==> src/rtl/lbs_pkg.sv <==
package lbs_pkg;
  typedef enum logic [3:0] {
    ST_IDLE, ST_ASSERT, ST_PHYCFG, ST_PWR, ST_PDCLR, ST_REFCLK,
    ST_GATE, ST_SETTLE, ST_WAITCFG, ST_POLL, ST_DONE, ST_FAIL
  } seq_state_e;
endpackage

==> src/rtl/lbs_delay_timer.sv <==
module lbs_delay_timer #(
  parameter int W = 8
) (
  input  logic         clk_i,
  input  logic         rst_ni,
  input  logic         load_i,
  input  logic [W-1:0] val_i,
  output logic         expired_o
);
  logic [W-1:0] cnt_q;

  always_ff @(posedge clk_i or negedge rst_ni) begin
    if (!rst_ni)                cnt_q <= '0;
    else if (load_i)            cnt_q <= val_i;
    else if (cnt_q != '0)       cnt_q <= cnt_q - 1'b1;
  end

  assign expired_o = (cnt_q == '0);

  // a loaded delay starts from the requested count
  assert_tmr_load_R2: assert property (@(posedge clk_i) disable iff (!rst_ni)
    load_i |=> cnt_q == $past(val_i));
endmodule

==> src/rtl/lbs_poll_ctr.sv <==
module lbs_poll_ctr #(
  parameter int MAX = 10,
  parameter int W   = 4
) (
  input  logic clk_i,
  input  logic rst_ni,
  input  logic clr_i,
  input  logic inc_i,
  output logic last_o
);
  logic [W-1:0] cnt_q;

  always_ff @(posedge clk_i or negedge rst_ni) begin
    if (!rst_ni)      cnt_q <= '0;
    else if (clr_i)   cnt_q <= '0;
    else if (inc_i)   cnt_q <= cnt_q + 1'b1;
  end

  assign last_o = (cnt_q == W'(MAX - 1));

  assert_cnt_cap_R7: assert property (@(posedge clk_i) disable iff (!rst_ni)
    cnt_q < W'(MAX));
  assert_no_inc_at_cap_R7: assert property (@(posedge clk_i) disable iff (!rst_ni)
    inc_i |-> !last_o);
endmodule

==> src/rtl/link_bringup_seq.sv <==
module link_bringup_seq
  import lbs_pkg::*;
#(
  parameter int CLK_HZ    = 100_000_000,
  parameter bit FAST_SIM  = 1'b0,
  parameter int MAX_POLLS = 10,
  parameter int NUM_GATES = 3
) (
  input  logic                 clk_i,
  input  logic                 rst_ni,
  input  logic                 start_i,
  input  logic                 cfg_done_i,
  input  logic                 link_up_i,
  output logic                 phy_test_pd_o,
  output logic                 refclk_en_o,
  output logic                 train_en_o,
  output logic                 ep_rst_no,
  output logic                 pwr_en_o,
  output logic [NUM_GATES-1:0] clk_gate_en_o,
  output logic                 busy_o,
  output logic                 done_o,
  output logic                 fail_o
);
  localparam int RST_CYC    = FAST_SIM ? 20 : CLK_HZ / 10;
  localparam int SETTLE_CYC = FAST_SIM ? 8  : (CLK_HZ / 1_000_000) * 150;
  localparam int POLL_CYC   = FAST_SIM ? 16 : CLK_HZ / 10;
  localparam int MAX_A      = (RST_CYC > SETTLE_CYC) ? RST_CYC : SETTLE_CYC;
  localparam int MAX_DLY    = (MAX_A > POLL_CYC) ? MAX_A : POLL_CYC;
  localparam int TMR_W      = $clog2(MAX_DLY + 1);
  localparam int CNT_W      = $clog2(MAX_POLLS + 1);

  seq_state_e           state_q;
  logic                 pd_q, refclk_q, train_q, eprst_nq, pwr_q, done_q, fail_q;
  logic [NUM_GATES-1:0] gate_q;

  logic             tmr_load, tmr_exp, poll_last;
  logic [TMR_W-1:0] tmr_val;
  logic             idle_like, start_ok, poll_clr, poll_inc, poll_sample, settle_go;

  assign idle_like   = (state_q == ST_IDLE) || (state_q == ST_DONE) || (state_q == ST_FAIL);
  assign start_ok    = idle_like && start_i;
  assign settle_go   = (state_q == ST_GATE) && gate_q[NUM_GATES-1];
  assign poll_clr    = (state_q == ST_WAITCFG) && cfg_done_i;
  assign poll_sample = (state_q == ST_POLL) && tmr_exp;
  assign poll_inc    = poll_sample && !link_up_i && !poll_last;

  always_comb begin
    tmr_load = start_ok || settle_go || poll_clr || poll_inc;
    if (start_ok)       tmr_val = TMR_W'(RST_CYC - 1);
    else if (settle_go) tmr_val = TMR_W'(SETTLE_CYC - 1);
    else                tmr_val = TMR_W'(POLL_CYC - 1);
  end

  lbs_delay_timer #(.W(TMR_W)) u_timer (
    .clk_i, .rst_ni, .load_i(tmr_load), .val_i(tmr_val), .expired_o(tmr_exp)
  );

  lbs_poll_ctr #(.MAX(MAX_POLLS), .W(CNT_W)) u_poll (
    .clk_i, .rst_ni, .clr_i(poll_clr), .inc_i(poll_inc), .last_o(poll_last)
  );

  // Each state's output change is applied on the edge that enters it.
  always_ff @(posedge clk_i or negedge rst_ni) begin
    if (!rst_ni) begin
      state_q  <= ST_IDLE;
      pd_q     <= 1'b1;
      refclk_q <= 1'b0;
      train_q  <= 1'b0;
      eprst_nq <= 1'b0;
      pwr_q    <= 1'b0;
      gate_q   <= '0;
      done_q   <= 1'b0;
      fail_q   <= 1'b0;
    end else begin
      unique case (state_q)
        ST_IDLE, ST_DONE, ST_FAIL: if (start_i) begin
          state_q  <= ST_ASSERT;
          pd_q     <= 1'b1;
          refclk_q <= 1'b0;
          train_q  <= 1'b1;
          eprst_nq <= 1'b0;
          pwr_q    <= 1'b0;
          gate_q   <= '0;
          done_q   <= 1'b0;
          fail_q   <= 1'b0;
        end
        ST_ASSERT: if (tmr_exp) begin
          state_q  <= ST_PHYCFG;
          eprst_nq <= 1'b1;
          train_q  <= 1'b0;
        end
        ST_PHYCFG: begin state_q <= ST_PWR;    pwr_q    <= 1'b1; end
        ST_PWR:    begin state_q <= ST_PDCLR;  pd_q     <= 1'b0; end
        ST_PDCLR:  begin state_q <= ST_REFCLK; refclk_q <= 1'b1; end
        ST_REFCLK: begin
          state_q <= ST_GATE;
          gate_q  <= {{(NUM_GATES-1){1'b0}}, 1'b1};
        end
        ST_GATE: begin
          if (gate_q[NUM_GATES-1]) state_q <= ST_SETTLE;
          else                     gate_q  <= {gate_q[NUM_GATES-2:0], 1'b1};
        end
        ST_SETTLE:  if (tmr_exp) state_q <= ST_WAITCFG;
        ST_WAITCFG: if (cfg_done_i) begin
          state_q <= ST_POLL;
          train_q <= 1'b1;
        end
        ST_POLL: if (tmr_exp) begin
          if (link_up_i) begin
            state_q <= ST_DONE;
            done_q  <= 1'b1;
          end else if (poll_last) begin
            state_q <= ST_FAIL;
            fail_q  <= 1'b1;
          end
        end
        default: state_q <= ST_IDLE;
      endcase
    end
  end

  assign phy_test_pd_o = pd_q;
  assign refclk_en_o   = refclk_q;
  assign train_en_o    = train_q;
  assign ep_rst_no     = eprst_nq;
  assign pwr_en_o      = pwr_q;
  assign clk_gate_en_o = gate_q;
  assign busy_o        = !idle_like;
  assign done_o        = done_q;
  assign fail_o        = fail_q;

  for (genvar g = 1; g < NUM_GATES; g++) begin : g_gate_chk
    assert_gate_order_R3: assert property (@(posedge clk_i) disable iff (!rst_ni)
      gate_q[g] |-> gate_q[g-1]);
  end

  assert_gate_after_ref_R3: assert property (@(posedge clk_i) disable iff (!rst_ni)
    gate_q[0] |-> (refclk_q && !pd_q && pwr_q));
  assert_train_needs_cfg_R5: assert property (@(posedge clk_i) disable iff (!rst_ni)
    ($rose(train_q) && pwr_q) |-> $past(cfg_done_i));
  assert_start_ignored_R8: assert property (@(posedge clk_i) disable iff (!rst_ni)
    (busy_o && start_i && state_q != ST_ASSERT) |=> state_q != ST_ASSERT);
  assert_result_excl_R6: assert property (@(posedge clk_i) disable iff (!rst_ni)
    !(done_q && fail_q));
endmodule

==> config.mk <==
export PLATFORM = sky130hd
export DESIGN_NAME = link_bringup_seq
export DESIGN_NICKNAME = d
export VERILOG_FILES = /design/src/rtl/lbs_pkg.sv /design/src/rtl/lbs_delay_timer.sv /design/src/rtl/lbs_poll_ctr.sv /design/src/rtl/link_bringup_seq.sv
export SDC_FILE = /design/constraint.sdc
export NUM_CORES = 1
export LEC_CHECK = 0
export BUFFER_PORTS_ARGS = -buffer_cell sky130_fd_sc_hd__buf_2
export CAP_MARGIN = 10
export CORE_ASPECT_RATIO = 1.5
export CORE_MARGIN = 2
export CORE_UTILIZATION = 65
export DETAILED_ROUTE_END_ITERATION = 10
export PLACE_DENSITY_LB_ADDON = 0.1
export SLEW_MARGIN = 30
export SYNTH_ARGS = -nofsm -noshare
export SYNTH_HDL_FRONTEND = slang
export SYNTH_SLANG_ARGS = --single-unit
==> constraint.sdc <==
create_clock -name clk_i -period 3 [get_ports clk_i]
set_input_delay 0.6 -clock clk_i [delete_from_list [all_inputs] [get_ports clk_i]]
set_output_delay 0.6 -clock clk_i [all_outputs]
set_load 0.02 [all_outputs]
== Word level (Yosys, flattened, before mapping) ==
Index checks and enable logic that the tools add are counted.
Cells by class
  divide/modulo/power cells: 0
  equal/unequal tests: 23
  $add $sub $neg: 2
  bitwise gates (word level): 0
  multiply operators: 0
  order comparisons: 0
  reductions and logical operators: 37
  multiplexer cells: 35
  shifts and indexed selects: 0
Operator list (number)
  $mux 24: 4
  $mux 4: 10
  $pmux 4 s10: 1
  $logic_not 24->1: 1
  $reduce_bool 24->1: 1
  $sub 24x1->24 const B: 1
  $eq 4x4->1 const B: 5
  $ne 2x2->1 const B: 10
  $eq 4x3->1 const B: 4
  $reduce_bool 2->1: 7
  $pmux 1 s2: 6
  $mux 1: 10
  $pmux 3 s3: 1
  $eq 4x2->1 const B: 2
  $reduce_and 2->1: 4
  $reduce_and 4->1: 2
  $reduce_and 7->1: 1
  $logic_and 1x1->1: 6
  $mux 3: 2
  $reduce_and 3->1: 2
  $reduce_bool 3->1: 2
  $logic_or 1x1->1: 5
  $reduce_and 5->1: 1
  $add 4x1->4 const B: 1
  other kinds (6): 8
Storage, ports and cells
  bits in registers: 42
  memory bits (writable): 0
  memories: 0
  bits of input ports: 5
  memory bits (read-only): 0
  logic and storage cells: 109
  output and inout port bits: 11
  latch bits: 0

== Logic depth before layout (Yosys ltp) ==
Gate-level depths: netlist of the first run.
  depth in word-level cells: 8
  gate-level depth with buffers: 9
  mapped depth without buffers: 7

== Hierarchy ==
From an unflattened synthesis of the first run, not the netlist that was laid out.
Unflattened totals
  cell total of the unflattened synthesis: 302
  area total of the unflattened synthesis: 2690.1 µm²
Modules (own cells, without submodules)
  lbs_delay_timer: times used 1, area each 1506.4 µm², seq. area each 600.6 µm², cells an instance 164
  link_bringup_seq: times used 1, area each 962.2 µm², seq. area each 351.6 µm², cells an instance 117
  lbs_poll_ctr: times used 1, area each 221.5 µm², seq. area each 100.1 µm², cells an instance 21

== Least setup slack after synthesis of the first run ==
Ideal clock, no wire load.
  kind: reg2reg
  start: register u_timer.cnt_q[4]
  end: register train_q (netlist: train_en_o)
  period minus slack after synthesis: 1.965 ns
  setup time: 0.118 ns
  data arrival time: 1.847 ns
  stages on the path, launching flop included: 6
  setup slack: 1.035 ns
  buffers on the path: 0
  required time: 2.882 ns
  path through: dfrtp_1 nor4_4 and4_4 nand2_1 or4_4 a21o_1
Between the ends
  cells in the longest elaborated chain, start to end: 3
RTL lines
  from (decl): RTL line lbs_delay_timer.sv:10  | logic [W-1:0] cnt_q;
  from (signal assigned): RTL line lbs_delay_timer.sv:14  | else if (load_i) cnt_q <= val_i;
  from (signal assigned): RTL line lbs_delay_timer.sv:15  | else if (cnt_q != '0) cnt_q <= cnt_q - 1'b1;
  $logic_not 24->1: RTL line lbs_delay_timer.sv:18  | assign expired_o = (cnt_q == '0);
  $ne 2x2->1 (no source line)
  $reduce_and 4->1 (no source line)
  to (signal assigned): RTL line link_bringup_seq.sv:68  | train_q <= 1'b0;
  to (signal assigned): RTL line link_bringup_seq.sv:80  | train_q <= 1'b1;
  to (signal assigned): RTL line link_bringup_seq.sv:90  | train_q <= 1'b0;
  to (decl): RTL line link_bringup_seq.sv:33  | logic pd_q, refclk_q, train_q, eprst_nq, pwr_q, done_q, fail_q;
No other way between the ends.
A chain may end at the register's enable or synchronous reset.

== Worst setup path after layout of the first run ==
Same ends and word-level chain as after synthesis.

==> out/results.tsv, run 1 <==
stage	metric	value	unit
floorplan	rows	27	
floorplan	die_w	54.3	um
critical_path	crit_path_end_kind	flop	
flow_run	drv_cap	0	
final_layout	drive_gt1_frac	0.135	
critical_path	worstPathCellList	nor4_4, and4_4, nand2_1, buf_4, or4_4, a21o_1	
critical_path	rr_startpoint	u_timer.cnt_q[4]	
route	viasPerCell	6.19	
route	antenna_left	0	
sta	maxSlewHeadroom	0.614	
global_routing	grt_pass1_vias	2051	
sta	rsz0062_at_grt	no	
power_and_ir_drop	internal-power	894	uW
cts	clockRootBuffer	clkbuf_8	
sta	drv_slew	0	
floorplan	core_area	3650	um2
global_routing	gr-total-overflow	0	
critical_path	cp.buffers_inverters	1	
sta	finalCritPeriodShare	0.802	
synthesis	synthFlopType	dfrtp_1	
sta	fmax	415	MHz
run_status	status	complete, no violations	
critical_path	cp-start-kind	flop	
floorplan	io_pins	16	
min_path	hold_class	input pin to asynchronous set/reset pin	
synthesis	synth-seq-area-share	0.427	
power_and_ir_drop	p_leak	0.00112	uW
route	drtIter0Drc	68	
critical_path	critPathSlowestCell	nor4_4	
final_layout	nets	296	
sta	fin_skew	11.1	ps
final_layout	fillCellCount	295	
floorplan	dieArea	4310	um2
synthesis	yosysWarningCount	0	
global_routing	grt_pass1_wl	9330	um
power_and_ir_drop	pwr_density_cell	480	nW/um2
floorplan	dieHeight	79.4	um
global_routing	top_usage_layer	met2	
placed_design	gp_congestion	0.824	
cts	clkTransAtPathRegs	80	ps
power_and_ir_drop	p_switching	388	uW
critical_path	cpPeakStageDelay	520	ps
power_and_ir_drop	peakVddDrop	0.390	mV
global_routing	grt_max_degree	43	
sta	worstMarginPinSlew	577	ps
placed_design	port_buffers	15	
cts	cts_setup_buffers	0	
cts	clk_latency	300	ps
critical_path	reg2reg_slack	590	ps
global_routing	antenna_found_initial	0	
sta	fin_crit	2410	ps
power_and_ir_drop	power_frac_clock	0.295	
cts	cts.sinks	42	
cts	post_cts_resized	0	
global_routing	grt_use_total	0.295	
cts	htree_levels	2	
cts	hold_buffers	0	
synthesis	ys_ff_latch	42	
critical_path	critPathMaxFanout	13	
route	vias	2050	
synthesis	async_reset_ff_frac	1.00	
cts	cts_inserted_buffers	5	
final_layout	diodes	0	
power_and_ir_drop	seq_power_share	0.540	
route	wl_per_cell	16.5	um
critical_path	arrival	2600	ps
global_routing	use_met2	0.524	
synthesis	synth_cell_types	57	
final_layout	syn_to_final_growth	8.43	%
route	dr.pass1.iters	4	
cts	clk_path_buf_depth	2	
critical_path	critPathRequiredTime	3190	ps
critical_path	critical-path-top-delay-family	simple AND/OR/NAND/NOR gates	
cts	cts_tree	yes	
power_and_ir_drop	comb_power_share	0.165	
power_and_ir_drop	p_total	1280	uW
power_and_ir_drop	switching_share	0.302	
synthesis	avgSynthCellArea	9.06	um2
critical_path	rr_worst_depth	6	
synthesis	syn_area	2460	um2
sta	setup-tns-final	0	ps
critical_path	path_class	flop to flop	
global_routing	grtUsageMet1	0.351	
placed_design	place_hpwl	4020	um
sta	setup_violations	0	
global_routing	met3_usage	0.0468	
route	routed_wl	5470	um
floorplan	initial_core_util	0.676	
synthesis	synth_edf_count	0	
route	drcViolationCount	0	
critical_path	worstReg2RegEnd	train_en_o	
synthesis	synthCells	272	
sta	hold_violations	0	
synthesis	synth.net_count	281	
## cells by family (layout without fill, tap and decap cells)
| logic type | count (synthesis) | after routing | synth area share |
|---|---|---|---|
| AO/OA/AOI/OAI | 60 | 60 | 0.157 |
| XOR/XNOR | 21 | 21 | 0.0746 |
| adder cells (fa/ha/maj) | 4 | 4 | 0.0203 |
| buffers and inverters | 20 | 36 | 0.0335 |
| flip-flops | 42 | 42 | 0.427 |
| multiplexers | 2 | 2 | 0.00863 |
| AND/OR/NAND/NOR | 123 | 123 | 0.279 |
## state kept, by name, summed over array words and instances (netlist names)
name / flops
train_en_o: 1
fail_o: 1
u_timer.cnt_q: 24
ep_rst_no: 1
done_o: 1
phy_test_pd_o: 1
state_q: 4
pwr_en_o: 1
refclk_en_o: 1
clk_gate_en_o: 3
u_poll.cnt_q: 4
## cells in the final DEF, fill, tap and decap left out, types with 6 or more instances in the layout
cell,n
clkbuf_8,6
xor2_1,12
nor2_1,32
nor3_1,7
buf_2,14
nand4_1,8
o21ai_0,16
xnor2_1,9
buf_4,6
inv_1,8
nand2_1,27
dfrtp_1,41
nand3_1,10
a21oi_1,14
## routing by layer
layer | routed length (um) | up-vias | share of wire
li1 | - | 1004 | -
met1 | 2200 | 1000 | 0.40
met2 | 3070 | 41 | 0.56
met3 | 158 | 5 | 0.029
met4 | 40 | 0 | 0.0073
met5 | 0 | - | 0
## Yosys cell counts, types with 5 or more instances
master	number	area share
a21oi_1	14	0.028
clkbuf_1	7	0.011
dfrtp_1	41	0.42
inv_1	8	0.012
nand2_1	27	0.041
nand2b_1	5	0.013
nand3_1	10	0.020
nand4_1	8	0.020
nor2_1	32	0.049
nor3_1	7	0.014
o21ai_0	16	0.032
xnor2_1	9	0.032
xor2_1	12	0.043
## worst register-to-register path, delay by kind of cell, from the launching register on
family          cells  cell delay, ps
compound gates      1             190
buf+inv             1             180
flops               1             430
simple gates        4            1510
## power groups by stage
| stage | registers, uW | logic [uW] | clock network, uW |
|---|---|---|---|
| after detailed placement | 702 | 206 | 0 |
| after global routing | 700 | 240 | 406 |
| after CTS | 691 | 210 | 383 |
| after global placement | 697 | 198 | 0 |
| final | 692 | 211 | 379 |
| after floorplan | 692 | 153 | 0 |
## worst max-delay path by stage
stage,from,end,slack (ps),cells past startpoint
2_1_floorplan,u_timer.cnt_q[4],train_en_o,1030,5
3_3_place_gp,u_timer.cnt_q[17],state_q[1],630,5
3_5_place_dp,u_timer.cnt_q[4],train_en_o,620,6
4_1_cts,u_timer.cnt_q[4],train_en_o,600,6
5_1_grt,u_timer.cnt_q[0],state_q[1],320,7
6_report,u_timer.cnt_q[4],train_en_o,590,6
## cell type report
type                       count  area [um2]  share of cell area
timing repair buffer          20         115              0.0431
sequential                    42        1050               0.394
tap                           43        53.8              0.0201
clock buffer                   7        86.3              0.0323
multi-input combinational    210        1330               0.498
inverter                       8        30.0              0.0112
clock inverter                 1        5.00             0.00187
## per-stage QoR
step / utilization / cells / setup slack (ps) / hold WS [ps] / instance area [um2]
5_1_grt: 0.733 / 331 / 316 / 322 / 2670
3_5_place_dp: 0.707 / 323 / 616 / 477 / 2580
4_1_cts: 0.732 / 331 / 602 / 477 / 2670
2_1_floorplan: - / 272 / 1030 / 304 / 2460
6_report: 0.733 / 331 / 593 / 270 / 2670
3_3_place_gp: 0.707 / 323 / 628 / 472 / 2580
(Power assumes the default switching activity.)
==> run 2, diff against run 1 <==
--- a/config.mk
+++ b/config.mk
@@ -9,7 +9,7 @@
 export CAP_MARGIN = 10
 export CORE_ASPECT_RATIO = 1.5
 export CORE_MARGIN = 2
-export CORE_UTILIZATION = 65
+export CORE_UTILIZATION = 60
 export DETAILED_ROUTE_END_ITERATION = 10
 export PLACE_DENSITY_LB_ADDON = 0.1
 export SLEW_MARGIN = 30
==> constraint.sdc (replaced) <==
create_clock -name clk_i -period 2.4 [get_ports clk_i]
set_input_delay 0.48 -clock clk_i [delete_from_list [all_inputs] [get_ports clk_i]]
set_output_delay 0.48 -clock clk_i [all_outputs]
set_load 0.02 [all_outputs]
==> out/results.tsv, run 2 (synthesis results as in run 1) <==
stage	metric	value	unit	change
final_layout	reg_top3	u_timer.cnt_q: 24 flops, state_q: 4 flops, u_poll.cnt_q: 4 flops		
power_and_ir_drop	power_frac_clock	0.292		-0.003
critical_path	rr_worst_depth	6		unchanged
critical_path	critical-path-top-delay-family	simple AND/OR/NAND/NOR gates		
power_and_ir_drop	switching_share	0.302		-0.000329
route	viasPerCell	6.26		+1.1%
critical_path	crit_path_end_kind	flop		
sta	finalCritPeriodShare	0.903		+0.101
floorplan	dieArea	4650	um2	+7.8%
final_layout	nets	308		+4.1%
sta	maxSlewHeadroom	0.595		-0.0187
global_routing	grt_pass1_wl	10200	um	+9.2%
sta	hold_violations	0		unchanged
critical_path	critPathRequiredTime	2570	ps	-620 ps
global_routing	antenna_found_initial	0		unchanged
cts	clk_path_buf_depth	2		unchanged
flow_run	drv_cap	0		unchanged
floorplan	rows	28		+3.7%
critical_path	worstPathCellList	nor4_4, nand4_1, buf_4, o21ai_0, xor2_1, nand2_1		
sta	fmax	461	MHz	+11%
final_layout	drive_gt1_frac	0.167		+0.0313
global_routing	grt_use_total	0.290		-0.00484
final_layout	syn_to_final_growth	12.0	%	
critical_path	cp.buffers_inverters	1		unchanged
sta	fin_skew	10.8	ps	-0.248 ps
placed_design	place_hpwl	4530	um	+12%
floorplan	dieHeight	82.5	um	+3.9%
cts	clkTransAtPathRegs	80	ps	about the same
run_status	status	complete, no violations		
power_and_ir_drop	p_switching	493	uW	+27%
route	wl_per_cell	17.6	um	+6.2%
cts	cts_setup_buffers	0		unchanged
final_layout	fillCellCount	330		+12%
power_and_ir_drop	peakVddDrop	0.486	mV	+24%
min_path	hold_class	input pin to asynchronous set/reset pin		
cts	cts_tree	yes		
power_and_ir_drop	p_leak	0.00117	uW	+5.1%
global_routing	gr-total-overflow	0		unchanged
power_and_ir_drop	seq_power_share	0.534		-0.006
cts	htree_levels	2		unchanged
route	routed_wl	6060	um	+11%
sta	fin_crit	2170	ps	-240 ps
route	antenna_left	0		unchanged
final_layout	largest_reg_flops	24		unchanged
critical_path	arrival	2330	ps	-270 ps
route	vias	2160		+5.4%
power_and_ir_drop	internal-power	1140	uW	+27%
critical_path	path_class	flop to flop		
floorplan	io_pins	16		unchanged
critical_path	critPathSlowestCell	nor4_4		
critical_path	cpPeakStageDelay	440	ps	-80 ps
global_routing	grt_max_degree	28		-35%
sta	setup_violations	0		unchanged
final_layout	largest_register	u_timer.cnt_q		
route	drcViolationCount	0		unchanged
critical_path	cp-start-kind	flop		
route	drtIter0Drc	108		+59%
sta	rsz0062_at_grt	no		
cts	clockRootBuffer	clkbuf_8		
sta	worstMarginPinSlew	605	ps	+27.5 ps
final_layout	diodes	0		unchanged
placed_design	port_buffers	15		unchanged
sta	setup-tns-final	0	ps	unchanged
cts	hold_buffers	0		unchanged
critical_path	cp.depth	6		unchanged
floorplan	initial_core_util	0.623		-0.0530
final_layout	post-route-util	0.698		-0.0350
cts	post_cts_resized	0		unchanged
sta	drv_slew	0		unchanged
route	dr.pass1.iters	4		unchanged
final_layout	final_cell_mix	dfrtp_1, nor2_1, nand2_1		
global_routing	grt_pass1_vias	2244		+9.4%
cts	cts.sinks	42		unchanged
floorplan	core_area	3960	um2	+8.5%
cts	cts_inserted_buffers	5		unchanged
cts	clk_latency	300	ps	about the same
power_and_ir_drop	comb_power_share	0.174		+0.009
power_and_ir_drop	pwr_density_cell	591	nW/um2	+23%
placed_design	gp_congestion	0.874		+6.0%
final_layout	final_common_cell	dfrtp_1		
critical_path	critPathMaxFanout	7		-6
floorplan	die_w	56.3	um	+3.8%
run 2: worst paths after layout:
path | start | slack, ps | endpoint
worst min-delay path | rst_ni | 70 | u_timer.cnt_q[14]
worst max-delay path | u_timer.cnt_q[18] | 230 | u_timer.cnt_q[2]
worst max register to register | u_timer.cnt_q[18] | 230 | u_timer.cnt_q[2]
max in group asynchronous | rst_ni | 1590 | phy_test_pd_o
min in group clk_i | train_en_o | 510 | train_en_o
worst min register to register | train_en_o | 510 | train_en_o
run 2: layer usage:
| metal | part of all wire | vias up | GRT usage |
|---|---|---|---|
| met5 | 0 | - | 0 |
| met4 | 0.036 | 0 | 0.157 |
| met1 | 0.38 | 1044 | 0.305 |
| met2 | 0.54 | 62 | 0.558 |
| met3 | 0.037 | 23 | 0.0358 |
| li1 | - | 1031 | - |
run 2: power by group through the flow:
stage	Sequential, uW	Combinational, uW	Clock [uW]
after floorplan	865	191	0
after global placement	881	277	0
after detailed placement	885	278	0
after CTS	872	283	481
after global routing	881	317	497
final	872	284	476
run 2: metrics by stage:
stage	instance area, um2	setup slack, ps	hold WS [ps]	cells	total power, uW
global route	2760	50.1	114	345	1700
global placement	2670	330	398	337	1160
detailed placement	2670	268	408	337	1160
CTS	2760	241	82.5	345	1640
finish	2760	233	69.3	345	1630
floorplan	2460	435	184	272	1060
run 2: cell type report:
type / count / area (um2) / area share
repair buffers: 32 / 203 / 0.0734
clock buffers: 8 / 90.1 / 0.0326
inverters: 8 / 30.0 / 0.0109
flip-flops and latches: 42 / 1050 / 0.381
multi-input cells: 210 / 1330 / 0.482
well taps: 45 / 56.3 / 0.0204
run 2: worst register-to-register path, stage by stage (launching register included):
cell and delay, ps:
dfrtp_1 420, nor4_4 440, nand4_1 400, buf_4 300, o21ai_0 210, xor2_1 190
nand2_1 80
